<file path="src/rtl/irq_tmr_pkg.sv">
package irq_tmr_pkg;

  typedef enum logic [1:0] {
    SRC_CPU_CYC = 2'd0,
    SRC_A12     = 2'd1,
    SRC_PPU_RD  = 2'd2,
    SRC_CPU_WR  = 2'd3
  } src_e;

  typedef enum logic [1:0] {
    DIR_STOP0 = 2'd0,
    DIR_UP    = 2'd1,
    DIR_DOWN  = 2'd2,
    DIR_STOP3 = 2'd3
  } dir_e;

  typedef struct packed {
    dir_e dir;
    logic narrow;
    src_e src;
  } mode_t;

  localparam logic [2:0] OFS_ENA     = 3'd0;
  localparam logic [2:0] OFS_MODE    = 3'd1;
  localparam logic [2:0] OFS_DIS     = 3'd2;
  localparam logic [2:0] OFS_EN_ONLY = 3'd3;
  localparam logic [2:0] OFS_PRE     = 3'd4;
  localparam logic [2:0] OFS_MAIN    = 3'd5;
  localparam logic [2:0] OFS_KEY     = 3'd6;
  localparam logic [2:0] OFS_SIZE    = 3'd7;

  localparam int MAX_TICKS = 2;
  localparam int TICK_W    = $clog2(MAX_TICKS + 1);

endpackage

</file>
<file path="src/rtl/irq_tmr_regs.sv">
module irq_tmr_regs
  import irq_tmr_pkg::*;
#(
  parameter int DW = 8
) (
  input  logic          clk,
  input  logic          rst_n,
  input  logic          wr_en,
  input  logic [2:0]    wr_addr,
  input  logic [DW-1:0] wr_data,
  output mode_t         mode,
  output logic          en,
  output logic          irq_clr,
  output logic          pre_ld,
  output logic          main_ld,
  output logic [DW-1:0] ld_val
);

  mode_t         mode_q, mode_d;
  logic [DW-1:0] key_q, key_d;
  logic          en_q, en_d;
  logic          reg_we;

  always_comb begin
    mode_d = mode_q;
    key_d  = key_q;
    en_d   = en_q;
    if (wr_en) begin
      case (wr_addr)
        OFS_ENA:     en_d = wr_data[0];
        OFS_MODE:    mode_d = '{dir: dir_e'(wr_data[7:6]), narrow: wr_data[2], src: src_e'(wr_data[1:0])};
        OFS_DIS:     en_d = 1'b0;
        OFS_EN_ONLY: en_d = 1'b1;
        OFS_KEY:     key_d = wr_data;
        default:     ;
      endcase
    end
  end

  assign reg_we = wr_en && (wr_addr != OFS_SIZE);

  always_ff @(posedge clk or negedge rst_n) begin
    if (!rst_n) begin
      mode_q <= '{dir: DIR_STOP0, narrow: 1'b0, src: SRC_CPU_CYC};
      key_q  <= '0;
      en_q   <= 1'b0;
    end else if (reg_we) begin
      mode_q <= mode_d;
      key_q  <= key_d;
      en_q   <= en_d;
    end
  end

  assign mode    = mode_q;
  assign en      = en_q;
  assign ld_val  = wr_data ^ key_q;
  assign pre_ld  = wr_en && (wr_addr == OFS_PRE);
  assign main_ld = wr_en && (wr_addr == OFS_MAIN);
  assign irq_clr = wr_en && ((wr_addr == OFS_DIS) || ((wr_addr == OFS_ENA) && !wr_data[0]));


  en_only_chk: assert property (@(posedge clk) disable iff (!rst_n)
    (wr_en && wr_addr == OFS_EN_ONLY) |=> en);


  key_xor_chk: assert property (@(posedge clk) disable iff (!rst_n)
    (wr_en && wr_addr == OFS_KEY) |=> (ld_val == (wr_data ^ $past(wr_data))));

endmodule

</file>
<file path="src/rtl/irq_tmr_event_sel.sv">
module irq_tmr_event_sel
  import irq_tmr_pkg::*;
#(
  parameter int AW = 14
) (
  input  logic              clk,
  input  logic              rst_n,
  input  src_e              src,
  input  logic              ev_cpu_cycle,
  input  logic              ev_a12_rise,
  input  logic              ev_ppu_read,
  input  logic [AW-1:0]     ppu_addr,
  input  logic              ev_cpu_write,
  output logic [TICK_W-1:0] ticks
);

  logic [AW-1:0] last_q, last_d;
  logic          rd_sel;

  assign rd_sel = (src == SRC_PPU_RD) && ev_ppu_read;

  always_comb begin
    last_d = last_q;
    if (rd_sel) last_d = ppu_addr;
  end

  always_ff @(posedge clk or negedge rst_n) begin
    if (!rst_n) last_q <= '0;
    else if (rd_sel) last_q <= last_d;
  end

  always_comb begin
    ticks = '0;
    case (src)
      SRC_CPU_CYC: ticks = TICK_W'(ev_cpu_cycle);
      SRC_A12:     ticks = TICK_W'(ev_a12_rise);
      SRC_PPU_RD:  ticks = (rd_sel && (ppu_addr != last_q)) ? TICK_W'(MAX_TICKS) : '0;
      SRC_CPU_WR:  ticks = TICK_W'(ev_cpu_write);
      default:     ticks = '0;
    endcase
  end


  rd_track_chk: assert property (@(posedge clk) disable iff (!rst_n)
    rd_sel |=> (last_q == $past(ppu_addr)));


  single_tick_chk: assert property (@(posedge clk) disable iff (!rst_n)
    (src != SRC_PPU_RD) |-> (ticks <= TICK_W'(1)));

endmodule

</file>
<file path="src/rtl/irq_tmr_counter.sv">
module irq_tmr_counter
  import irq_tmr_pkg::*;
#(
  parameter int W        = 8,
  parameter int NARROW_W = 3
) (
  input  logic              clk,
  input  logic              rst_n,
  input  dir_e              dir,
  input  logic              narrow,
  input  logic [TICK_W-1:0] ticks,
  input  logic              pre_ld,
  input  logic              main_ld,
  input  logic [W-1:0]      ld_val,
  output logic              wrap
);

  localparam logic [W-1:0] ONE       = W'(1);
  localparam logic [W-1:0] NARROW_MK = W'((1 << NARROW_W) - 1);

  logic [W-1:0]         pre_q, main_q, pre_d, main_d;
  logic [W-1:0]         pre_c  [MAX_TICKS+1];
  logic [W-1:0]         main_c [MAX_TICKS+1];
  logic [MAX_TICKS-1:0] hit_w;
  logic [W-1:0]         mask;
  logic                 up, counting, any_ld;

  assign up       = (dir == DIR_UP);
  assign counting = (dir == DIR_UP) || (dir == DIR_DOWN);
  assign any_ld   = pre_ld || main_ld;
  assign mask     = narrow ? NARROW_MK : '1;
  assign pre_c[0]  = pre_q;
  assign main_c[0] = main_q;

  for (genvar i = 0; i < MAX_TICKS; i++) begin : g_step
    logic         act, roll;
    logic [W-1:0] pn, mn;
    assign act  = counting && !any_ld && (ticks > TICK_W'(i));
    assign pn   = up ? (pre_c[i] + ONE) : (pre_c[i] - ONE);
    assign roll = up ? ((pn & mask) == '0) : ((pn & mask) == mask);
    assign mn   = up ? (main_c[i] + ONE) : (main_c[i] - ONE);
    assign pre_c[i+1]  = act ? pn : pre_c[i];
    assign main_c[i+1] = (act && roll) ? mn : main_c[i];
    assign hit_w[i]    = act && roll && (up ? (mn == '0) : (mn == '1));
  end

  always_comb begin
    pre_d  = pre_c[MAX_TICKS];
    main_d = main_c[MAX_TICKS];
    if (pre_ld)  pre_d  = ld_val;
    if (main_ld) main_d = ld_val;
  end

  always_ff @(posedge clk or negedge rst_n) begin
    if (!rst_n) begin
      pre_q  <= '0;
      main_q <= '0;
    end else begin
      pre_q  <= pre_d;
      main_q <= main_d;
    end
  end

  assign wrap = |hit_w;


  frozen_chk: assert property (@(posedge clk) disable iff (!rst_n)
    (!counting && !any_ld) |=> ($stable(pre_q) && $stable(main_q)));


  main_load_chk: assert property (@(posedge clk) disable iff (!rst_n)
    main_ld |=> (main_q == $past(ld_val)));


  up_wrap_chk: assert property (@(posedge clk) disable iff (!rst_n)
    (wrap && up) |=> (main_q == '0));

endmodule

</file>
<file path="src/rtl/irq_tick_timer.sv">
module irq_tick_timer
  import irq_tmr_pkg::*;
(
  input  logic        clk,
  input  logic        rst_n,
  input  logic        wr_en,
  input  logic [2:0]  wr_addr,
  input  logic [7:0]  wr_data,
  input  logic        ev_cpu_cycle,
  input  logic        ev_a12_rise,
  input  logic        ev_ppu_read,
  input  logic [13:0] ppu_addr,
  input  logic        ev_cpu_write,
  output logic        irq
);

  localparam int DW = 8;
  localparam int AW = 14;

  mode_t              mode;
  logic               en, irq_clr, pre_ld, main_ld, wrap;
  logic [DW-1:0]      ld_val;
  logic [TICK_W-1:0]  ticks;
  logic               irq_q, irq_d;

  irq_tmr_regs #(.DW(DW)) u_regs (
    .clk(clk), .rst_n(rst_n), .wr_en(wr_en), .wr_addr(wr_addr), .wr_data(wr_data),
    .mode(mode), .en(en), .irq_clr(irq_clr), .pre_ld(pre_ld), .main_ld(main_ld),
    .ld_val(ld_val)
  );

  irq_tmr_event_sel #(.AW(AW)) u_evsel (
    .clk(clk), .rst_n(rst_n), .src(mode.src), .ev_cpu_cycle(ev_cpu_cycle),
    .ev_a12_rise(ev_a12_rise), .ev_ppu_read(ev_ppu_read), .ppu_addr(ppu_addr),
    .ev_cpu_write(ev_cpu_write), .ticks(ticks)
  );

  irq_tmr_counter #(.W(DW), .NARROW_W(3)) u_cnt (
    .clk(clk), .rst_n(rst_n), .dir(mode.dir), .narrow(mode.narrow), .ticks(ticks),
    .pre_ld(pre_ld), .main_ld(main_ld), .ld_val(ld_val), .wrap(wrap)
  );

  always_comb begin
    irq_d = irq_q;
    if (irq_clr)         irq_d = 1'b0;
    else if (wrap && en) irq_d = 1'b1;
  end

  always_ff @(posedge clk or negedge rst_n) begin
    if (!rst_n) irq_q <= 1'b0;
    else        irq_q <= irq_d;
  end

  assign irq = irq_q;


  ack_clear_chk: assert property (@(posedge clk) disable iff (!rst_n)
    irq_clr |=> !irq);


  irq_sticky_chk: assert property (@(posedge clk) disable iff (!rst_n)
    (irq && !irq_clr) |=> irq);


  gated_rise_chk: assert property (@(posedge clk) disable iff (!rst_n)
    $rose(irq) |-> $past(en));

endmodule

</file>
<file path="config.mk">
export PLATFORM = sky130hd
export DESIGN_NAME = irq_tick_timer
export DESIGN_NICKNAME = d
export VERILOG_FILES = /design/src/rtl/irq_tmr_pkg.sv /design/src/rtl/irq_tmr_regs.sv /design/src/rtl/irq_tmr_event_sel.sv /design/src/rtl/irq_tmr_counter.sv /design/src/rtl/irq_tick_timer.sv
export SDC_FILE = /design/constraint.sdc
export NUM_CORES = 1
export LEC_CHECK = 0
export BUFFER_PORTS_ARGS = -buffer_cell sky130_fd_sc_hd__buf_2
export CELL_PAD_IN_SITES_DETAIL_PLACEMENT = 1
export CELL_PAD_IN_SITES_GLOBAL_PLACEMENT = 1
export CORE_ASPECT_RATIO = 0.9
export CORE_MARGIN = 2
export CORE_UTILIZATION = 35
export DETAILED_ROUTE_END_ITERATION = 6
export PLACE_DENSITY = 0.63
export REMOVE_ABC_BUFFERS = 1
export SYNTH_ARGS = -nofsm -noshare
export SYNTH_HDL_FRONTEND = slang
export SYNTH_SLANG_ARGS = --single-unit
</file>
<file path="constraint.sdc">
create_clock -name clk -period 9.9 [get_ports clk]
set_input_delay 0.99 -clock clk [delete_from_list [all_inputs] [get_ports clk]]
set_output_delay 0.99 -clock clk [all_outputs]
set_load 0.01 [all_outputs]
</file>
## After elaboration in Yosys (flattened, before gate mapping)

Cells that the tools add are included.

- Flip-flop bits (word level): 45
- Bits in latches: 0
- RAM bits: 0
- ROM bits: 0
- Output and inout bits: 1
- Memories kept: 0

- $add $sub $neg: 8
- Multipliers: 0
- Divide/modulo/power cells: 0
- Magnitude comparators: 2
- Equal/unequal tests: 17
- Shifts and indexed selects: 0
- Multiplexer cells: 20
- Bitwise logic cells: 3
- Reduce and logical (&&, ||, !) cells: 32

Operators by type and width:

| operator | count |
|---|---|
| 2-to-1 mux 8 bit | 11 |
| adder 8 x 1 -> 8 bit, second input constant | 4 |
| logical NOT 8 bit | 4 |
| subtractor 8 x 1 -> 8 bit, second input constant | 4 |
| bitwise AND 8 bit | 2 |
| == test 8 bit | 2 |
| == test 8 bit, second input constant | 2 |
| logical AND 1 bit | 15 |
| inequality test 14 bit | 1 |
| == test 3 bit, second input constant | 3 |
| AND reduction 3 bit | 3 |
| one-hot mux 2 bit (4 select lines) | 1 |
| XOR 8 bit | 1 |
| == test 2 bit, second input constant | 3 |
| == test 3 x 2 -> 1 bit, second input constant | 2 |
| 2-to-1 mux 1 bit | 6 |
| == test 2 x 1 -> 1 bit, second input constant | 2 |
| > comparator 2 x 1 -> 1 bit, second input constant | 2 |
| == test 3 x 1 -> 1 bit, second input constant | 1 |
| logical NOT 3 bit | 1 |
| logical OR 1 bit | 3 |
| inequality test 3 bit, second input constant | 1 |
| one-hot mux 1 bit (3 select lines) | 1 |
| nonzero test 3 bit | 1 |
| other kinds (5) | 6 |

## Logic depth before layout (Yosys ltp)

- Depth in word-level cells: 19
- Gate-level depth with buffers: 25
- Depth with buffers taken out: 22

## By module

A second synthesis with hierarchy kept.

- Cell total of the unflattened synthesis: 400
- Area total of the unflattened synthesis: 3,922.5 um2

Modules (own cells, without submodules):

| module | times used | cells each | area an instance (um2) |
|---|---|---|---|
| irq_tmr_counter | 1 | 298 | 2,484.9 |
| irq_tmr_event_sel | 1 | 52 | 749.5 |
| irq_tmr_regs | 1 | 47 | 654.4 |
| irq_tick_timer | 1 | 3 | 33.8 |

## Worst setup path before layout

Ideal clock, no wire load.

- Kind: register to register
- From: register u_regs.mode_q, in the netlist u_regs.mode[4]
- To: register irq_q (netlist: irq)
- Setup time: 0.077 ns
- Arrival time: 5.844 ns
- Required time: 9.823 ns
- Setup slack: 3.978 ns
- Stages on the path, launching flop included: 25
- Path buffers: 3
- Period minus slack after synthesis: 5.922 ns
- Cells stage by stage: dfrtp_1 inv_1 ha_1 buf_4 clkinv_1 ha_1 a21oi_4 a21oi_2 or3_4 a211o_1 a221o_1 buf_6 mux2_2 ha_1 clkbuf_1 a21oi_1 nor2_1 nor2_1 o21bai_1 a21oi_1 xnor2_1 or4_1 nor4_1 o211ai_1 a21oi_1

- Cells in the longest elaborated chain, start to end: 15
- Elaborated cells on any way between the ends: 37
- Those cells by class: add/sub: 4; eq/ne: 6; mux: 10; bitwise: 2; reduce/logical: 15

RTL lines:

| what | RTL line | source |
|---|---|---|
| start: declaration | irq_tmr_regs.sv:19 | `mode_t mode_q, mode_d;` |
| start signal: assignment | irq_tmr_regs.sv:44 | `mode_q <= '{dir: DIR_STOP0, narrow: 1'b0, src: SRC_CPU_CYC};` |
| start signal: assignment | irq_tmr_regs.sv:48 | `mode_q <= mode_d;` |
| == test 2 x 1 -> 1 bit or == test 2 bit (tied branches) | irq_tmr_counter.sv:28, irq_tmr_counter.sv:29 |  |
| 2-to-1 mux 8 bit or logical OR 1 bit (tied branches) | irq_tmr_counter.sv:39, irq_tmr_counter.sv:29 |  |
| bitwise AND 8 bit or logical AND 1 bit (tied branches) | irq_tmr_counter.sv:40, irq_tmr_counter.sv:38 |  |
| == test 8 bit, or another cell as far along | irq_tmr_counter.sv:40 | `assign roll = up ? ((pn & mask) == '0) : ((pn & mask) == mask);` |
| 2-to-1 mux 1 bit or 2-to-1 mux 8 bit (tied branches) | irq_tmr_counter.sv:40, irq_tmr_counter.sv:42 |  |
| logical AND 1 bit, or another cell as far along | irq_tmr_counter.sv:43, irq_tmr_counter.sv:44 |  |
| 2-to-1 mux 8 bit, on equally long branches | irq_tmr_counter.sv:43, irq_tmr_counter.sv:39 |  |
| subtractor 8 x 1 -> 8 bit, or another cell as far along | irq_tmr_counter.sv:41 | `assign mn = up ? (main_c[i] + ONE) : (main_c[i] - ONE);` |
| 2-to-1 mux 8 bit, or another cell as far along | irq_tmr_counter.sv:41 |  |
| == test 8 bit, or another cell as far along | irq_tmr_counter.sv:44 | `assign hit_w[i] = act && roll && (up ? (mn == '0) : (mn == '1));` |
| 2-to-1 mux 1 bit or logical AND 1 bit (tied branches) | irq_tmr_counter.sv:44 |  |
| logical AND 1 bit | irq_tmr_counter.sv:44 |  |
| OR reduction 2 bit * | irq_tmr_counter.sv:64 | `assign wrap = \|hit_w;` |
| logical AND 1 bit * | irq_tick_timer.sv:46 | `else if (wrap && en) irq_d = 1'b1;` |
| nonzero test 2 bit (no source line) * | - |  |
| end signal: assignment | irq_tick_timer.sv:51 | `else irq_q <= irq_d;` |
| end: declaration | irq_tick_timer.sv:24 | `logic irq_q, irq_d;` |

Every way passes the cells marked *; elsewhere a longest branch is shown, timed or not.
A chain may end at the register's enable or synchronous reset.

## Final worst setup path

Same ends and word-level chain as after synthesis.

==> run metrics <==
status=finished clean; synth top area cells=dfrtp_1 (27%), ha_1 (11%), nand2_1 (6.4%); Min-Delay Endpoint=u_evsel.last_q[11]; Cell Area, Synth=4100 sq um; RR Endpoint=irq; Post-Route WL=11.0 mm; Critical R2R Launch=u_regs.mode[4]; Fin Setup TNS=0 ns; top sig layer=met4; met1 WL=5.47 mm; Crit path required time=10.11 ns; # resized after CTS=0; gpl congestion=0.843; worst reg-to-reg setup slack=3.29 ns; Die ar.=12600 sq um; Clock transition at path regs=0.06 ns; Sink Count=45; Syn Inst Count=459; top_reg_cell synth=dfrtp_1; f_max=151 MHz; Area after DPL=4400 sq um; R2R depth=23; Slew Viols, Final=0; Area Overhead vs Synth=10.6%; setup bufs post-CTS=0; Post-CTS Hold Buffers=0; Hold WS=0.497 ns; Clk Latency, worst-skew pair=0.28 ns; DPL Wire Length=8.88 mm; min Tclk post-route=6.61 ns; clock skew=0.00577 ns; Crit. End Element=register; pre-CTS setup slack=3.31 ns; vias=3397; Cell Rows=37; DRT iter0 DRCs=142; Slew HR=32.4%; I/O Buffers=32; Initial Util=35.9%; met3 WL=433 um; top cell type by total area after synthesis=dfrtp_1; gr usage total=17.8%; clk root buf=clkbuf_16; Synth Register Bits=45; grt total ovfl=0; Worst VDD drop=0.0924 mV; Pwr Density=356 nW/um^2; Seq/Total Area, Yosys=27.4%; hold path depth=2; crit start category=register; core area=11400 sq um; synth warn=0; Remaining DRCs=0; drt pass-1 iters=4; LEAKAGE=2.03 nW; antenna viol nets, final=0; final setup fails=0; cell area after layout=4540 sq um; Post-synth EDFFs=0; crit path max fanout=29; # diodes=0; Die Ht=107 um; crit share post-route=66.8%; worst min-delay path class=register to register; H-tree Lvls=2; Inserted Clock Buffers=5; Worst Min Path Start=u_evsel.last_q[11]; vias in the first global route=3516; worst setup margin=3.29 ns; CP Class=register to register; area share of the largest cell type after synthesis=27.4%; met2 wire len=5.09 mm; initial antenna violation count=0; nets=557; Critical Path AT=6.82 ns; global-route wire length before repair=18.2 mm; most common cell in the netlist=nand2_1; Clock Tree Buf Depth=2; Routed WL per cell=17.2 um; # IOs=33; share of synthesized flip-flops with an asynchronous set or reset=100%; CTS tree=done; top post-synthesis cells by count=nand2_1 (70), dfrtp_1 (45), ha_1 (36); max-cap check violation count=0; DIE WIDTH=118 um; final hold viol count=0; layout cells sized above 1=16.0%; RSZ-0062 raised after global routing=no; largest net degree at the start of global routing=46; Vias per Instance=5.29; worst-margin pin slew=1.01 ns; Mean Syn Cell Area=8.94 sq um; Netlist cell types=66
==> sequential cells by signal (all words and copies together), names as in the netlist <==
signal	count
u_evsel.last_q	14
u_cnt.main_q	8
u_cnt.pre_q	8
u_regs.key_q	8
u_regs.mode	5
irq	1
u_regs.en	1
==> worst max-delay path: stages (launching register included) <==
cell and delay, ns:
dfrtp_1 0.36, inv_1 0.07, ha_1 0.53, clkinv_1 0.45, buf_4 0.37, ha_1 0.46, and3b_1 0.26, nor3_1 0.37
o221ai_1 0.17, a211o_1 0.26, a221o_1 0.55, nand2_1 0.17, o21ai_0 0.22, fa_1 0.50, a21oi_1 0.15, nor2_1 0.06
nor2_1 0.17, o21bai_1 0.08, a21oi_1 0.19, xnor2_1 0.11, or4_1 0.53, nor4_1 0.20, o211ai_1 0.14, a21oi_1 0.17
==> power breakdown <==
group          switching (mW)  internal (mW)  total (mW)
clock                  0.0678         0.0935       0.161
combinational           0.660          0.466        1.13
sequential             0.0712          0.257       0.328
total                   0.799          0.816        1.61
==> cell usage in the layout, fill, tap and decap left out, types with 17 or more instances in the layout <==
master / count
nand2_1: 70
dfrtp_1: 45
ha_1: 36
buf_2: 32
nor2_1: 28
a21oi_1: 24
xor2_1: 23
mux2_2: 23
xnor2_1: 21
o21ai_0: 17
==> cell families (layout without fill, tap and decap cells) <==
family	after synthesis	in the layout	synth area share (%)
and+or+nand+nor	163	163	19.4
AOI/OAI and AO/OA	93	93	15.5
xor gates and xnor gates	46	46	10.5
DFF	45	45	27.4
adders and majority gates	40	40	12.9
muxes	40	40	10.8
buffers and inverters	32	59	3.44
==> how the worst max path moves through the flow <==
stage                   startpoint         endpoint  slack, ns
floorplan           u_regs.mode[4]              irq       3.79
CTS                 u_regs.mode[4]              irq       3.26
global route        u_regs.mode[4]              irq       2.74
finish              u_regs.mode[4]              irq       3.29
detailed placement  u_regs.mode[4]              irq       3.31
global placement       ppu_addr[1]  u_cnt.main_q[7]       3.56
==> per-layer routing <==
metal  vias to the layer above  GRT usage, %
met4                         0          1.81
met3                         6          2.93
met1                      1646          24.7
met2                        56          30.3
met5                         -             0
li1                       1689             -
==> stage by stage <==
step / total power [mW] / util, % / instances
finish: 1.61 / 39.7 / 642
global route: 1.77 / 39.7 / 642
CTS: 1.62 / 39.7 / 642
detailed placement: 1.45 / 38.5 / 634
global placement: 1.41 / 38.5 / 634
floorplan: 1.15 / - / 444
==> area by class of cell <==
type	count	area (sq um)
Clock buffer	6	129
Clock inverter	2	15.0
Timing Repair Buffer	34	175
Tap cell	156	195
Sequential cell	45	1130
Multi-Input combinational cell	382	2840
Fill cell	1375	6890
Inverter	17	63.8
No activity file was read; power rests on OpenSTA's default activity.
